--- src/rtl/sat_alu_pkg.sv ---
package sat_alu_pkg;

  typedef enum logic [3:0] {
    OP_SADD  = 4'd0,
    OP_SSUB  = 4'd1,
    OP_ADDF  = 4'd2,
    OP_DBL   = 4'd3,
    OP_UADD  = 4'd4,
    OP_USUB  = 4'd5,
    OP_SSAT  = 4'd6,
    OP_USAT  = 4'd7,
    OP_SSAT2 = 4'd8,
    OP_USAT2 = 4'd9
  } sat_op_e;

endpackage

--- src/rtl/sat_addsub.sv ---
module sat_addsub #(
  parameter int DW = 32
) (
  input  logic [DW-1:0] a,
  input  logic [DW-1:0] b,
  output logic [DW-1:0] sadd_res,
  output logic [DW-1:0] ssub_res,
  output logic [DW-1:0] wrap_sum,
  output logic [DW-1:0] uadd_res,
  output logic [DW-1:0] usub_res,
  output logic          sadd_ovf,
  output logic          ssub_ovf,
  output logic          u_carry,
  output logic          u_borrow
);
  localparam logic [DW-1:0] S_MAX = {1'b0, {(DW-1){1'b1}}};
  localparam logic [DW-1:0] S_MIN = {1'b1, {(DW-1){1'b0}}};

  function automatic logic [DW-1:0] rail_for(input logic neg);
    return neg ? S_MIN : S_MAX;
  endfunction

  logic [DW:0]   usum;
  logic [DW:0]   udiff;
  logic [DW-1:0] wrap_diff;

  assign usum      = {1'b0, a} + {1'b0, b};
  assign udiff     = {1'b0, a} - {1'b0, b};
  assign wrap_sum  = usum[DW-1:0];
  assign wrap_diff = udiff[DW-1:0];
  assign u_carry   = usum[DW];
  assign u_borrow  = udiff[DW];

  assign sadd_ovf = (wrap_sum[DW-1] ^ a[DW-1]) & ~(a[DW-1] ^ b[DW-1]);
  assign ssub_ovf = (wrap_diff[DW-1] ^ a[DW-1]) & (a[DW-1] ^ b[DW-1]);

  assign sadd_res = sadd_ovf ? rail_for(a[DW-1]) : wrap_sum;
  assign ssub_res = ssub_ovf ? rail_for(a[DW-1]) : wrap_diff;
  assign uadd_res = u_carry  ? {DW{1'b1}} : wrap_sum;
  assign usub_res = u_borrow ? {DW{1'b0}} : wrap_diff;

endmodule

--- src/rtl/sat_double.sv ---
module sat_double #(
  parameter int DW = 32
) (
  input  logic [DW-1:0] a,
  output logic [DW-1:0] res,
  output logic          clip
);
  localparam logic [DW-1:0] QTR_POS = {2'b01, {(DW-2){1'b0}}};
  localparam logic [DW-1:0] QTR_NEG = {2'b11, {(DW-2){1'b0}}};
  localparam logic [DW-1:0] S_MAX   = {1'b0, {(DW-1){1'b1}}};
  localparam logic [DW-1:0] S_MIN   = {1'b1, {(DW-1){1'b0}}};

  logic clip_hi;
  logic clip_lo;

  // Same-sign unsigned compares are valid two's-complement compares.
  assign clip_hi = !a[DW-1] && (a >= QTR_POS);
  assign clip_lo =  a[DW-1] && (a <= QTR_NEG);
  assign clip    = clip_hi | clip_lo;

  always_comb begin
    if (clip_hi)      res = S_MAX;
    else if (clip_lo) res = S_MIN;
    else              res = {a[DW-2:0], 1'b0};
  end

endmodule

--- src/rtl/sat_clamp.sv ---
module sat_clamp #(
  parameter int IW = 32,
  parameter int WW = 5
) (
  input  logic [IW-1:0] val,
  input  logic [WW-1:0] wid,
  input  logic          uns,
  output logic [IW-1:0] res,
  output logic          clip
);
  function automatic logic [IW-1:0] lim_mask(input logic [WW-1:0] n);
    return (IW'(1) << n) - IW'(1);
  endfunction

  logic [IW-1:0]        mask;
  logic signed [IW-1:0] upper;
  logic                 above_pos;
  logic                 below_neg;

  assign mask      = lim_mask(wid);
  assign upper     = $signed(val) >>> wid;
  assign above_pos = !upper[IW-1] && (upper != '0);
  assign below_neg =  upper[IW-1] && (upper != '1);

  always_comb begin
    res  = val;
    clip = 1'b0;
    if (uns) begin
      if (val[IW-1]) begin
        res  = '0;
        clip = 1'b1;
      end else if (val > mask) begin
        res  = mask;
        clip = 1'b1;
      end
    end else begin
      if (above_pos) begin
        res  = mask;
        clip = 1'b1;
      end else if (below_neg) begin
        res  = ~mask;
        clip = 1'b1;
      end
    end
  end

endmodule

--- src/rtl/sat_flag_reg.sv ---
module sat_flag_reg (
  input  logic clk,
  input  logic rst_n,
  input  logic op_valid,
  input  logic sat_event,
  input  logic clr,
  output logic flag
);
  logic set_now;
  assign set_now = op_valid & sat_event;

  always_ff @(posedge clk or negedge rst_n) begin
    if (!rst_n)       flag <= 1'b0;
    else if (set_now) flag <= 1'b1;
    else if (clr)     flag <= 1'b0;
  end

  AST_FLAG_SET: assert property (@(posedge clk) disable iff (!rst_n)
    set_now |=> flag);
  AST_FLAG_KEEP: assert property (@(posedge clk) disable iff (!rst_n)
    (!set_now && !clr) |=> $stable(flag));
  AST_FLAG_CLR: assert property (@(posedge clk) disable iff (!rst_n)
    (clr && !set_now) |=> !flag);

endmodule

--- src/rtl/sat_alu.sv ---
module sat_alu
  import sat_alu_pkg::*;
#(
  parameter int DATA_W = 32
) (
  input  logic                        clk,
  input  logic                        rst_n,
  input  logic                        op_valid,
  input  logic [3:0]                  op_code,
  input  logic [DATA_W-1:0]           opnd_a,
  input  logic [DATA_W-1:0]           opnd_b,
  input  logic [$clog2(DATA_W)-1:0]   width_sel,
  input  logic                        flag_clr,
  output logic [DATA_W-1:0]           result,
  output logic                        sat_flag
);
  localparam int HALF_W = DATA_W / 2;
  localparam int WID_W  = $clog2(DATA_W);
  localparam int HWID_W = $clog2(HALF_W);
  localparam int LANES  = 2;
  localparam logic [DATA_W-1:0] S_MAX = {1'b0, {(DATA_W-1){1'b1}}};
  localparam logic [DATA_W-1:0] S_MIN = {1'b1, {(DATA_W-1){1'b0}}};

  sat_op_e op_e;
  assign op_e = sat_op_e'(op_code);

  // add / subtract unit
  logic [DATA_W-1:0] sadd_res, ssub_res, wrap_sum, uadd_res, usub_res;
  logic              sadd_ovf, ssub_ovf, u_carry, u_borrow;

  sat_addsub #(.DW(DATA_W)) u_addsub (
    .a(opnd_a), .b(opnd_b),
    .sadd_res(sadd_res), .ssub_res(ssub_res), .wrap_sum(wrap_sum),
    .uadd_res(uadd_res), .usub_res(usub_res),
    .sadd_ovf(sadd_ovf), .ssub_ovf(ssub_ovf),
    .u_carry(u_carry), .u_borrow(u_borrow)
  );

  // doubling clamp
  logic [DATA_W-1:0] dbl_res;
  logic              dbl_clip;

  sat_double #(.DW(DATA_W)) u_double (
    .a(opnd_a), .res(dbl_res), .clip(dbl_clip)
  );

  // full-width clamp
  logic [DATA_W-1:0] full_res;
  logic              full_clip;

  sat_clamp #(.IW(DATA_W), .WW(WID_W)) u_full (
    .val(opnd_a), .wid(width_sel), .uns(op_e == OP_USAT),
    .res(full_res), .clip(full_clip)
  );

  // dual-lane clamps
  logic [LANES-1:0][HALF_W-1:0] lane_res;
  logic [LANES-1:0]             lane_clip;

  generate
    for (genvar l = 0; l < LANES; l++) begin : g_lane
      sat_clamp #(.IW(HALF_W), .WW(HWID_W)) u_lane (
        .val (opnd_a[l*HALF_W +: HALF_W]),
        .wid (width_sel[HWID_W-1:0]),
        .uns (op_e == OP_USAT2),
        .res (lane_res[l]),
        .clip(lane_clip[l])
      );
    end
  endgenerate

  // result select and saturation event
  logic sat_event;

  always_comb begin
    result    = '0;
    sat_event = 1'b0;
    case (op_e)
      OP_SADD:  begin result = sadd_res; sat_event = sadd_ovf;  end
      OP_SSUB:  begin result = ssub_res; sat_event = ssub_ovf;  end
      OP_ADDF:  begin result = wrap_sum; sat_event = sadd_ovf;  end
      OP_DBL:   begin result = dbl_res;  sat_event = dbl_clip;  end
      OP_UADD:  begin result = uadd_res; sat_event = u_carry;   end
      OP_USUB:  begin result = usub_res; sat_event = u_borrow;  end
      OP_SSAT,
      OP_USAT:  begin result = full_res; sat_event = full_clip; end
      OP_SSAT2,
      OP_USAT2: begin result = lane_res; sat_event = |lane_clip; end
      default:  begin result = '0;       sat_event = 1'b0;      end
    endcase
  end

  sat_flag_reg u_flag (
    .clk(clk), .rst_n(rst_n), .op_valid(op_valid),
    .sat_event(sat_event), .clr(flag_clr), .flag(sat_flag)
  );

  AST_SADD_RAIL: assert property (@(posedge clk) disable iff (!rst_n)
    (op_e == OP_SADD && sadd_ovf) |-> result == (opnd_a[DATA_W-1] ? S_MIN : S_MAX));
  AST_SSUB_RAIL: assert property (@(posedge clk) disable iff (!rst_n)
    (op_e == OP_SSUB && ssub_ovf) |-> result == (opnd_a[DATA_W-1] ? S_MIN : S_MAX));
  AST_ADDF_WRAP: assert property (@(posedge clk) disable iff (!rst_n)
    (op_e == OP_ADDF) |-> result == opnd_a + opnd_b);
  AST_DBL_SIGN: assert property (@(posedge clk) disable iff (!rst_n)
    (op_e == OP_DBL) |-> result[DATA_W-1] == opnd_a[DATA_W-1]);
  AST_UADD_GROW: assert property (@(posedge clk) disable iff (!rst_n)
    (op_e == OP_UADD) |-> result >= opnd_a);
  AST_USAT_NEG: assert property (@(posedge clk) disable iff (!rst_n)
    (op_e == OP_USAT && opnd_a[DATA_W-1]) |-> (result == '0 && sat_event));
  AST_UNUSED_OP: assert property (@(posedge clk) disable iff (!rst_n)
    (op_code > 4'd9) |-> (result == '0 && !sat_event));

endmodule

--- config.mk ---
export PLATFORM = sky130hd
export DESIGN_NAME = sat_alu
export DESIGN_NICKNAME = d
export VERILOG_FILES = /design/src/rtl/sat_alu_pkg.sv /design/src/rtl/sat_addsub.sv /design/src/rtl/sat_double.sv /design/src/rtl/sat_clamp.sv /design/src/rtl/sat_flag_reg.sv /design/src/rtl/sat_alu.sv
export SDC_FILE = /design/constraint.sdc
export NUM_CORES = 1
export LEC_CHECK = 0
export ABC_AREA = 0
export BUFFER_PORTS_ARGS = -buffer_cell sky130_fd_sc_hd__buf_2
export CORE_MARGIN = 5
export CORE_UTILIZATION = 30
export DETAILED_ROUTE_END_ITERATION = 10
export REMOVE_ABC_BUFFERS = 1
export SYNTH_ARGS = -nofsm -noshare
export SYNTH_HDL_FRONTEND = slang
export SYNTH_HIERARCHICAL = 1
export SYNTH_SLANG_ARGS = --single-unit
--- constraint.sdc ---
create_clock -name clk -period 4.3 [get_ports clk]
set_input_delay 0 -clock clk [delete_from_list [all_inputs] [get_ports clk]]
set_output_delay 0 -clock clk [all_outputs]
set_load 0.02 [all_outputs]
### Word level (Yosys, flattened, before mapping)

Index checks and enable logic that the tools add are counted.

* bits of input ports: 77
* bits in registers: 1
* word-level logic and storage cells: 99
* bits in writable memories: 0
* memory bits (read-only): 0
* output and inout bits: 33
* memories kept: 0
* bits in latches: 0

* bitwise gates (word level): 10
* multiply operators: 0
* shift-type cells: 5
* div/mod/pow operators: 0
* eq/ne operators: 12
* $add $sub $neg: 4
* reductions and logical operators: 21
* $lt $le $gt $ge: 5
* multiplexer cells: 41

Operators with widths (number)
* 2-to-1 mux 32 bit: 12
* one-hot mux 32 bit (8 select lines): 1
* 2-to-1 mux 16 bit: 10
* adder 32 x 32 -> 33 bit: 1
* subtractor 32 x 32 -> 33 bit: 1
* greater-or-equal comparator 32 x 31 -> 1 bit, second input constant: 1
* > comparator 16 bit: 2
* > comparator 32 bit: 1
* <= comparator 32 bit, second input constant: 1
* != test 16 bit, second input constant: 2
* != test 32 bit, second input constant: 1
* inverter 32 bit: 1
* nonzero test 16 bit: 2
* nonzero test 32 bit: 1
* left shift 1 x 5 -> 32 bit, first input constant: 1
* >>> shifter 16 x 4 -> 16 bit: 2
* >>> shifter 32 x 5 -> 32 bit: 1
* subtractor 32 x 2 -> 32 bit, second input constant: 1
* 2-to-1 mux 1 bit: 17
* == test 4 x 3 -> 1 bit, second input constant: 4
* inverter 16 bit: 1
* left shift 1 x 4 -> 16 bit, first input constant: 1
* subtractor 16 x 2 -> 16 bit, second input constant: 1
* == test 4 x 2 -> 1 bit, second input constant: 2
* other kinds (12): 30

### Longest topological paths before layout

Gate-level depths: netlist (run 1).

* depth after elaboration: 10
* depth in mapped cells: 28
* gate-level depth less buffers: 23

### Modules after synthesis

The synthesis (run 1) kept the hierarchy.

Modules (own cells, without submodules)
* sat_clamp (u_full): seq. area each 0.0 um^2, area each 5337.6 um^2, instances 1, cells an instance 697
* sat_addsub: seq. area each 0.0 um^2, area each 4466.8 um^2, instances 1, cells an instance 722
* sat_alu: seq. area each 0.0 um^2, area each 2773.9 um^2, instances 1, cells an instance 323
* sat_clamp (g_lane[1].u_lane): seq. area each 0.0 um^2, area each 2681.3 um^2, instances 1, cells an instance 371
* sat_clamp (g_lane[0].u_lane): seq. area each 0.0 um^2, area each 2348.5 um^2, instances 1, cells an instance 302
* sat_double: seq. area each 0.0 um^2, area each 401.6 um^2, instances 1, cells an instance 88
* sat_flag_reg: seq. area each 25.0 um^2, area each 41.3 um^2, instances 1, cells an instance 4

### Worst setup path after synthesis (run 1)

Ideal clock, no wire load.

* path kind: input -> register
* from: input port width_sel[1]
* to: register u_flag.flag
* data required time: 4183 ps
* path buffers: 6
* library setup time: 117 ps
* setup slack: -507 ps
* data arrival time: 4690 ps
* stages on the path: 27
* cells stage by stage: buf_2 > buf_2 > clkbuf_1 > clkbuf_1 > nor2b_1 > nand2_1 > ha_1 > clkbuf_1 > or2_0 > o31ai_1 > a22o_1 > a21boi_0 > ha_1 > a21o_1 > a21oi_1 > o21ai_0 > a221o_1 > a211oi_1 > o21a_1 > nor2_4 > buf_6 > o22a_1 > nand2_1 > o21ai_0 > a221o_1 > nand2_1 > o21ai_2

* elaborated cells between the ends (all ways): 45
* classes of those cells: add/sub (2); order compare (3); eq/ne (3); shift (5); mux (17); bitwise (1); reduce/logical (14)

RTL lines
* start: declaration: RTL line sat_alu.sv:12 `input logic [$clog2(DATA_W)-1:0] width_sel,`
* left shift 1 x 5 -> 32 bit or >>> shifter 32 x 5 -> 32 bit (tied branches): RTL line sat_clamp.sv:12, sat_clamp.sv:21
* subtractor 32 x 2 -> 32 bit or != test 32 bit (tied branches): RTL line sat_clamp.sv:12, sat_clamp.sv:23
* > comparator 32 bit or logical AND 1 bit (tied branches): RTL line sat_clamp.sv:32, sat_clamp.sv:23
* 2-to-1 mux 1 bit, on equally long branches: RTL line sat_clamp.sv:32, sat_clamp.sv:40
* 2-to-1 mux 1 bit, on equally long branches: RTL line sat_clamp.sv:29, sat_clamp.sv:37
* 2-to-1 mux 1 bit (*): RTL line sat_clamp.sv:28 `if (uns) begin`
* net full_clip: RTL line sat_alu.sv:49 `logic full_clip;`
* one-hot mux 1 bit (7 select lines) (*): RTL line sat_alu.sv:78 `case (op_e)`
* net sat_event: RTL line sat_alu.sv:73 `logic sat_event;`
* bitwise AND 1 bit (*): RTL line sat_flag_reg.sv:10 `assign set_now = op_valid & sat_event;`
* 2-to-1 mux 1 bit or nonzero test 2 bit (tied branches)
* end signal: assignment: RTL line sat_flag_reg.sv:13 `if (!rst_n) flag <= 1'b0;`
* end signal: assignment: RTL line sat_flag_reg.sv:14 `else if (set_now) flag <= 1'b1;`
* end signal: assignment: RTL line sat_flag_reg.sv:15 `else if (clr) flag <= 1'b0;`
* end: declaration: RTL line sat_flag_reg.sv:7 `output logic flag`

The timed path passes the listed nets; every way through them passes the cells marked *.
A chain may end at the register's enable or synchronous reset.

### Worst setup path in the final report (run 1)

* from: input port width_sel[3]
* to: output port result[21]

* longest elaborated chain between the ends: 7
* elaborated cells between the ends (all ways): 31
* classes of those cells: add/sub (2); order compare (2); eq/ne (2); shift (4); mux (11); bitwise (2); reduce/logical (8)

Ends and longest elaborated chain
* left shift 1 x 5 -> 32 bit or >>> shifter 32 x 5 -> 32 bit (tied branches): RTL line sat_clamp.sv:12, sat_clamp.sv:21
* subtractor 32 x 2 -> 32 bit or != test 32 bit (tied branches): RTL line sat_clamp.sv:12, sat_clamp.sv:23
* > comparator 32 bit (tied with other cells): RTL line sat_clamp.sv:32 `end else if (val > mask) begin`
* 2-to-1 mux 32 bit, on equally long branches: RTL line sat_clamp.sv:32, sat_clamp.sv:40
* 2-to-1 mux 32 bit, on equally long branches: RTL line sat_clamp.sv:29, sat_clamp.sv:37
* 2-to-1 mux 32 bit (*): RTL line sat_clamp.sv:28
* net full_res[21]: RTL line sat_alu.sv:48 `logic [DATA_W-1:0] full_res;`
* one-hot mux 32 bit (8 select lines) (*): RTL line sat_alu.sv:78
* end: declaration: RTL line sat_alu.sv:14 `output logic [DATA_W-1:0] result,`

Marks and branches as above.

==> reports/summary.json, run 1 <==
{
  "seq_area_frac_synth": 0.00139,
  "run_status": "complete, but fails checks",
  "wl_per_cell_um": 21.4,
  "static-leakage-power_nw": 9.49,
  "gr-usage-all-layers": 0.213,
  "report.final.hold_viol_count": 0,
  "drt-vias-per-instance": 6.04,
  "core_area_um2": 60000,
  "fp.dieH_um": 255,
  "dr_vias": 21129,
  "hold_path_class": "in -> reg",
  "ys_top_cells_by_area": "sky130_fd_sc_hd__ha_1 8.7%, sky130_fd_sc_hd__mux2i_1 7.3%, sky130_fd_sc_hd__mux4_2 6.2%, sky130_fd_sc_hd__nor2_1 4.9%, sky130_fd_sc_hd__a21oi_1 4.1%",
  "clock_insertion_delay_worst_skew_ns": 0,
  "drt_first_iter_violations": 2144,
  "power-per-cell-area_nw_per_um2": 140,
  "route.detailed.drc": 0,
  "critical_path.startpoint": "width_sel[3]",
  "post-route-period-util": 1.02,
  "worst_setup_hold_path_clk_slew_ns": 0,
  "reg.largest.list": "u_flag/flag: 1 flops",
  "type_of_the_worst_setup_path": "in -> out",
  "crit_end": "result[21]",
  "area_growth_syn_to_layout_pct": 20.7,
  "final-instance-count-excl-fill": 3499,
  "grt_overflow": 0,
  "most-common-layout-cells": "351 x sky130_fd_sc_hd__buf_4, 233 x sky130_fd_sc_hd__nor2_1, 189 x sky130_fd_sc_hd__nand2_1, 132 x sky130_fd_sc_hd__o21ai_0, 130 x sky130_fd_sc_hd__mux2i_1",
  "maxSlewHeadroom": 0.184,
  "worstSetupEndpointType": "primary output",
  "critical_path.max_fanout": 99,
  "first_global_vias": 19826,
  "nets": 2924,
  "post-synth-top-area-fraction": 0.0866,
  "finish.instance_area_um2": 21800,
  "synthArstFlopShare": 1.00,
  "post_dp_cell_area_um2": 20800,
  "port_buffers": 109,
  "hpwl_um": 55400,
  "fmaxAchievable_mhz": 229,
  "std_cell_rows": 90,
  "finalSetupViolCount": 18,
  "startpoint_type": "primary input",
  "wl_um": 74900,
  "pin_count": 110,
  "n_antenna_cell": 0,
  "die_x_um": 255,
  "rr_worst_depth": 2,
  "grt_setup_unrepaired": "yes",
  "yosys_warnings": 6,
  "synth_area_leader_cell": "sky130_fd_sc_hd__ha_1",
  "final.setup_skew_ns": 0,
  "placed_cells_incl_taps": 3472,
  "worst_pin_slew_ns": 1.22,
  "synth-main-ff-cell": "sky130_fd_sc_hd__dfrtp_1",
  "drt-pass1-iter-count": 6,
  "critPathArrivalTime_ns": 4.37,
  "synth_enable_flop_cells": 0,
  "start_util": 0.301,
  "synth.avg_cell_area_um2": 7.20,
  "most_common_cell_after_layout_fill_and_taps_aside": "sky130_fd_sc_hd__buf_4",
  "grt_pass1_wl_um": 114000,
  "grt_start_max_net_pins": 109,
  "final_critical_path_setup_slack_ns": -0.0739,
  "synth.lib_cells_used.distinct": 123,
  "fraction_of_layout_cells_with_a_size_suffix_above_1": 0.282,
  "ant_nets": 0,
  "postSynthRegisterBits": 1,
  "post_syn_area_um2": 18100,
  "synthesis.instances": 2507,
  "largest_register_ff_count": 1,
  "largest-register": "u_flag/flag",
  "n_fill_cell": 6283,
  "ff2ff_setup_slack_ns": 3.71,
  "crit_required_ns": 4.30,
  "gp_congestion": 0.934,
  "max_cap_viol_count": 0,
  "hold_depth": 2,
  "failed_checks": "negative setup slack",
  "fp.dieArea_um2": 65200,
  "maxSlewViolCount": 0,
  "worst_r2r_endpoint": "u_flag/flag",
  "irDropWorstVdd_v": 0.0000966,
  "antenna_found_initial": 3,
  "beginning_of_the_worst_register_to_register_path": "u_flag/flag",
  "timing.final.crit_period_ns": 4.37
}
-- final cells by class --
| class | count | area, um^2 | area share |
|---|---|---|---|
| Tap cell | 782 | 978 | 0.0449 |
| Sequential cell | 1 | 25.0 | 0.00115 |
| Timing Repair Buffer | 463 | 3580 | 0.164 |
| Multi-Input combinational cell | 2120 | 16700 | 0.766 |
| Inverter | 133 | 504 | 0.0231 |
-- worst min path at each step --
stage,start,end,slack [ns]
global route,flag_clr,u_flag/flag,0.18
CTS,flag_clr,u_flag/flag,0.18
detailed placement,rst_n,u_flag/flag,-0.22
finish,flag_clr,u_flag/flag,0.17
global placement,rst_n,u_flag/flag,-0.22
floorplan,rst_n,u_flag/flag,-0.30
-- repair_timing --
| item | 4_1_cts | 5_1_grt |
|---|---|---|
| pin swaps | 56 | 72 |
| cloned | 3 | 2 |
| setup buffers | 15 | 9 |
| gates resized for setup | 98 | 78 |
| hold buffers | 1 | 0 |
| hold endpoints to repair | 1 | 0 |
| endpoints found under the setup margin | 32 | 32 |
-- logic make-up (layout without fill, tap and decap cells) --
family                     Yosys count  after routing  share of synthesized area
xor gates and xnor gates            60             60                     0.0291
other                                3              3                   0.000624
adders and majority gates          130            130                     0.0911
buffers and inverters              387            596                      0.108
AOI/OAI and AO/OA                  781            781                      0.307
DFF                                  1              1                    0.00139
muxes                              253            253                      0.192
and+or+nand+nor                    892            893                      0.271
-- cell usage after synthesis, types with 9 or more instances --
| cell type | number |
|---|---|
| sky130_fd_sc_hd__nor2_1 | 236 |
| sky130_fd_sc_hd__nand2_1 | 194 |
| sky130_fd_sc_hd__a21oi_1 | 147 |
| sky130_fd_sc_hd__o21ai_0 | 145 |
| sky130_fd_sc_hd__mux2i_1 | 131 |
| sky130_fd_sc_hd__inv_1 | 128 |
| sky130_fd_sc_hd__ha_1 | 125 |
| sky130_fd_sc_hd__clkbuf_1 | 123 |
| sky130_fd_sc_hd__buf_2 | 68 |
| sky130_fd_sc_hd__and3b_1 | 64 |
| sky130_fd_sc_hd__o211ai_1 | 62 |
| sky130_fd_sc_hd__mux4_2 | 50 |
| sky130_fd_sc_hd__nor3_1 | 49 |
| sky130_fd_sc_hd__nand2b_1 | 48 |
| sky130_fd_sc_hd__xnor2_1 | 47 |
| sky130_fd_sc_hd__mux2_2 | 46 |
| sky130_fd_sc_hd__a22oi_1 | 41 |
| sky130_fd_sc_hd__buf_6 | 36 |
| sky130_fd_sc_hd__nor2b_1 | 36 |
| sky130_fd_sc_hd__o21ai_1 | 36 |
| sky130_fd_sc_hd__nand3_1 | 34 |
| sky130_fd_sc_hd__a21o_1 | 32 |
| sky130_fd_sc_hd__a221oi_2 | 32 |
| sky130_fd_sc_hd__nor4bb_1 | 32 |
| sky130_fd_sc_hd__nor4_1 | 28 |
| sky130_fd_sc_hd__o21a_1 | 28 |
| sky130_fd_sc_hd__and3_1 | 27 |
| sky130_fd_sc_hd__a31oi_1 | 26 |
| sky130_fd_sc_hd__o22ai_1 | 25 |
| sky130_fd_sc_hd__a211o_1 | 20 |
| sky130_fd_sc_hd__nand4_1 | 20 |
| sky130_fd_sc_hd__or3_1 | 19 |
| sky130_fd_sc_hd__or2_2 | 18 |
| sky130_fd_sc_hd__a211oi_1 | 17 |
| sky130_fd_sc_hd__o21bai_1 | 17 |
| sky130_fd_sc_hd__o32ai_1 | 15 |
| sky130_fd_sc_hd__or4_1 | 14 |
| sky130_fd_sc_hd__buf_4 | 13 |
| sky130_fd_sc_hd__xor2_1 | 13 |
| sky130_fd_sc_hd__mux4_1 | 12 |
| sky130_fd_sc_hd__mux2_1 | 10 |
| sky130_fd_sc_hd__o21ai_2 | 10 |
| sky130_fd_sc_hd__and2_1 | 9 |
| sky130_fd_sc_hd__o2111ai_1 | 9 |
-- through the flow --
step	utilization	setup TNS [ns]	hold WS, ns	setup WS, ns	power (mW)
2_1_floorplan	-	-22.16	-0.296	-0.989	1.72
3_5_place_dp	0.346	-11.61	-0.222	-0.446	2.85
4_1_cts	0.356	-0.0524	0.176	-0.0200	2.94
5_1_grt	0.363	-5.50	0.182	-0.271	3.27
6_report	0.363	-0.655	0.173	-0.0739	3.04
3_3_place_gp	0.346	-8.60	-0.223	-0.316	2.84
-- report_power, final --
part	internal (mW)	switching (mW)
combinational	1.30	1.73
clock	0	0
sequential	0.0108	0.000658
total	1.31	1.73
-- critical path: stages --
cell                        delay [ns]
sky130_fd_sc_hd__buf_8            0.08
sky130_fd_sc_hd__buf_4            0.19
sky130_fd_sc_hd__buf_16           0.34
sky130_fd_sc_hd__mux2_2           0.38
sky130_fd_sc_hd__and3_1           0.18
sky130_fd_sc_hd__a311o_1          0.35
sky130_fd_sc_hd__a311oi_2         0.40
sky130_fd_sc_hd__o2111ai_1        0.18
sky130_fd_sc_hd__or4_4            0.64
sky130_fd_sc_hd__nor3b_4          0.32
sky130_fd_sc_hd__buf_4            0.25
sky130_fd_sc_hd__or4_4            0.14
sky130_fd_sc_hd__o211ai_1         0.09
sky130_fd_sc_hd__a221oi_2         0.33
sky130_fd_sc_hd__o211ai_1         0.20
sky130_fd_sc_hd__buf_4            0.21
-- layer usage --
metal / GRT usage / wire, um
met5: 0 / 0
met4: 0.0604 / 2480
met3: 0.0188 / 5710
met2: 0.354 / 34400
met1: 0.297 / 32300
Note: power is estimated with default switching activity, not from simulation.
==> run 2: changes to the inputs <==
TNS_END_PERCENT = 30   (was not set)
==> run 2 against run 1 <==
Effect of this change: via count decreased by 1.1%; setup slack better by 0.020 ns; power decreased by 1.2%; sequential share of layout area barely moved; die area unchanged; the run still ends with negative setup slack left; core utilization decreased by 0.38 points; final area shrank 1.0%; global-route usage about the same; worst hold slack did not move; sequential cell count unchanged.
==> reports/summary.json, run 2 (same netlist as run 1, synthesis figures left out) <==
{
  "n_antenna_cell": 0,
  "critPathArrivalTime_ns": 4.35,
  "gr-usage-all-layers": 0.213,
  "die_x_um": 255,
  "post-place-ws_ns": -0.446,
  "post-route-period-util": 1.01,
  "worstSetupEndpointType": "primary output",
  "wl_per_cell_um": 21.1,
  "worst_pin_slew_ns": 1.22,
  "fp.dieH_um": 255,
  "max_cap_viol_count": 0,
  "timing.final.crit_period_ns": 4.35,
  "fraction_of_layout_cells_with_a_size_suffix_above_1": 0.275,
  "irDropWorstVdd_v": 0.0000967,
  "drt-vias-per-instance": 5.98,
  "beginning_of_the_worst_register_to_register_path": "u_flag/flag",
  "most_common_cell_after_layout_fill_and_taps_aside": "sky130_fd_sc_hd__buf_4",
  "antenna_found_initial": 3,
  "hold_path_class": "in -> reg",
  "failed_checks": "negative setup slack",
  "first_global_vias": 19811,
  "gp_congestion": 0.934,
  "fin_tns_setup_ns": -0.354,
  "largest_register_ff_count": 1,
  "grt_pass1_wl_um": 114000,
  "core_area_um2": 60000,
  "report.final.hold_viol_count": 0,
  "finalSetupViolCount": 14,
  "grt_start_max_net_pins": 109,
  "start_util": 0.301,
  "nets": 2921,
  "n_fill_cell": 6310,
  "std_cell_rows": 90,
  "fmaxAchievable_mhz": 230,
  "route.detailed.drc": 0,
  "pin_count": 110,
  "power-per-cell-area_nw_per_um2": 139,
  "finish.utilization": 0.359,
  "clock_insertion_delay_worst_skew_ns": 0,
  "totalPowerFinal_mw": 3.00,
  "hpwl_um": 55400,
  "ant_nets": 0,
  "timing.hold.worst.start": "flag_clr",
  "critical_path.startpoint": "width_sel[2]",
  "maxSlewHeadroom": 0.189,
  "largest-register": "u_flag/flag",
  "grt_setup_unrepaired": "yes",
  "port_buffers": 109,
  "worst_setup_hold_path_clk_slew_ns": 0,
  "static-leakage-power_nw": 9.44,
  "area_growth_syn_to_layout_pct": 19.5,
  "drt-pass1-iter-count": 6,
  "crit_required_ns": 4.30,
  "fp.dieArea_um2": 65200,
  "run_status": "complete, but fails checks",
  "grt_overflow": 0,
  "most-common-layout-cells": "344 x sky130_fd_sc_hd__buf_4, 233 x sky130_fd_sc_hd__nor2_1, 189 x sky130_fd_sc_hd__nand2_1, 136 x sky130_fd_sc_hd__o21ai_0, 136 x sky130_fd_sc_hd__a21oi_1",
  "final.setup_skew_ns": 0,
  "dr_vias": 20901,
  "drt_first_iter_violations": 2153,
  "reg.largest.list": "u_flag/flag: 1 flops",
  "startpoint_type": "primary input",
  "critical_path.max_fanout": 13,
  "type_of_the_worst_setup_path": "in -> out",
  "final_critical_path_setup_slack_ns": -0.0535,
  "wl_um": 73900,
  "maxSlewViolCount": 0
}
## run 2: power breakdown
part           switching, mW  internal (mW)
combinational           1.71           1.28
sequential          0.000660         0.0108
clock                      0              0
## run 2: area by class of cell
cell class,count,area [um^2],area share
multi-input combinational,2119,16600,0.768
tap,782,978,0.0454
inverter,133,504,0.0234
timing repair buffer,461,3500,0.162
sequential,1,25.0,0.00116
## run 2: path summary, 6_finish.rpt
path | depth (start not counted) | end | slack [ns]
setup / recovery | 25 | result[21] | -0.05
hold / removal | 2 | u_flag/flag | 0.17
setup reg to reg | 2 | u_flag/flag | 3.71
hold reg to reg | 2 | u_flag/flag | 0.52
max in group asynchronous | 2 | u_flag/flag | 3.89
min in group asynchronous | 2 | u_flag/flag | 0.32
## run 2: timing repair
action,in CTS,in global routing
hold endpoints to repair,1,0
pin swaps,51,45
setup endpoints to repair,32,32
resized for setup,93,40
cloned,3,0
setup buffers,15,7
hold buffers,1,0
## run 2: worst max-delay path, cell delays in order
cell	delay, ns
sky130_fd_sc_hd__buf_8	0.10
sky130_fd_sc_hd__or3_4	0.40
sky130_fd_sc_hd__clkinv_4	0.09
sky130_fd_sc_hd__nand2_4	0.06
sky130_fd_sc_hd__ha_4	0.19
sky130_fd_sc_hd__buf_8	0.13
sky130_fd_sc_hd__nor2_4	0.12
sky130_fd_sc_hd__buf_4	0.14
sky130_fd_sc_hd__a31oi_1	0.08
sky130_fd_sc_hd__o22a_1	0.26
sky130_fd_sc_hd__ha_1	0.29
sky130_fd_sc_hd__nand4_1	0.11
sky130_fd_sc_hd__nor2_2	0.14
sky130_fd_sc_hd__and3_4	0.20
sky130_fd_sc_hd__nor4bb_4	0.19
sky130_fd_sc_hd__a31o_1	0.15
sky130_fd_sc_hd__a211oi_2	0.05
sky130_fd_sc_hd__buf_4	0.15
sky130_fd_sc_hd__o21a_4	0.23
sky130_fd_sc_hd__buf_8	0.14
sky130_fd_sc_hd__or4_1	0.48
sky130_fd_sc_hd__o211ai_1	0.12
sky130_fd_sc_hd__a221oi_2	0.11
sky130_fd_sc_hd__o211ai_1	0.18
sky130_fd_sc_hd__buf_2	0.23
## run 2: per-layer routing
layer	GRT usage	vias up	part of all wire
met3	0.0192	140	0.075
met1	0.297	9919	0.43
li1	-	9827	-
met5	0	-	0
met4	0.0586	0	0.034
met2	0.354	1015	0.46
## run 2: through the flow
step	hold WS (ns)	cell area (um^2)	cells
finish	0.173	21600	3496
global route	0.182	21600	3496
CTS	0.176	21400	3491
detailed placement	-0.222	20800	3472
global placement	-0.223	20800	3472
floorplan	-0.296	16600	2253
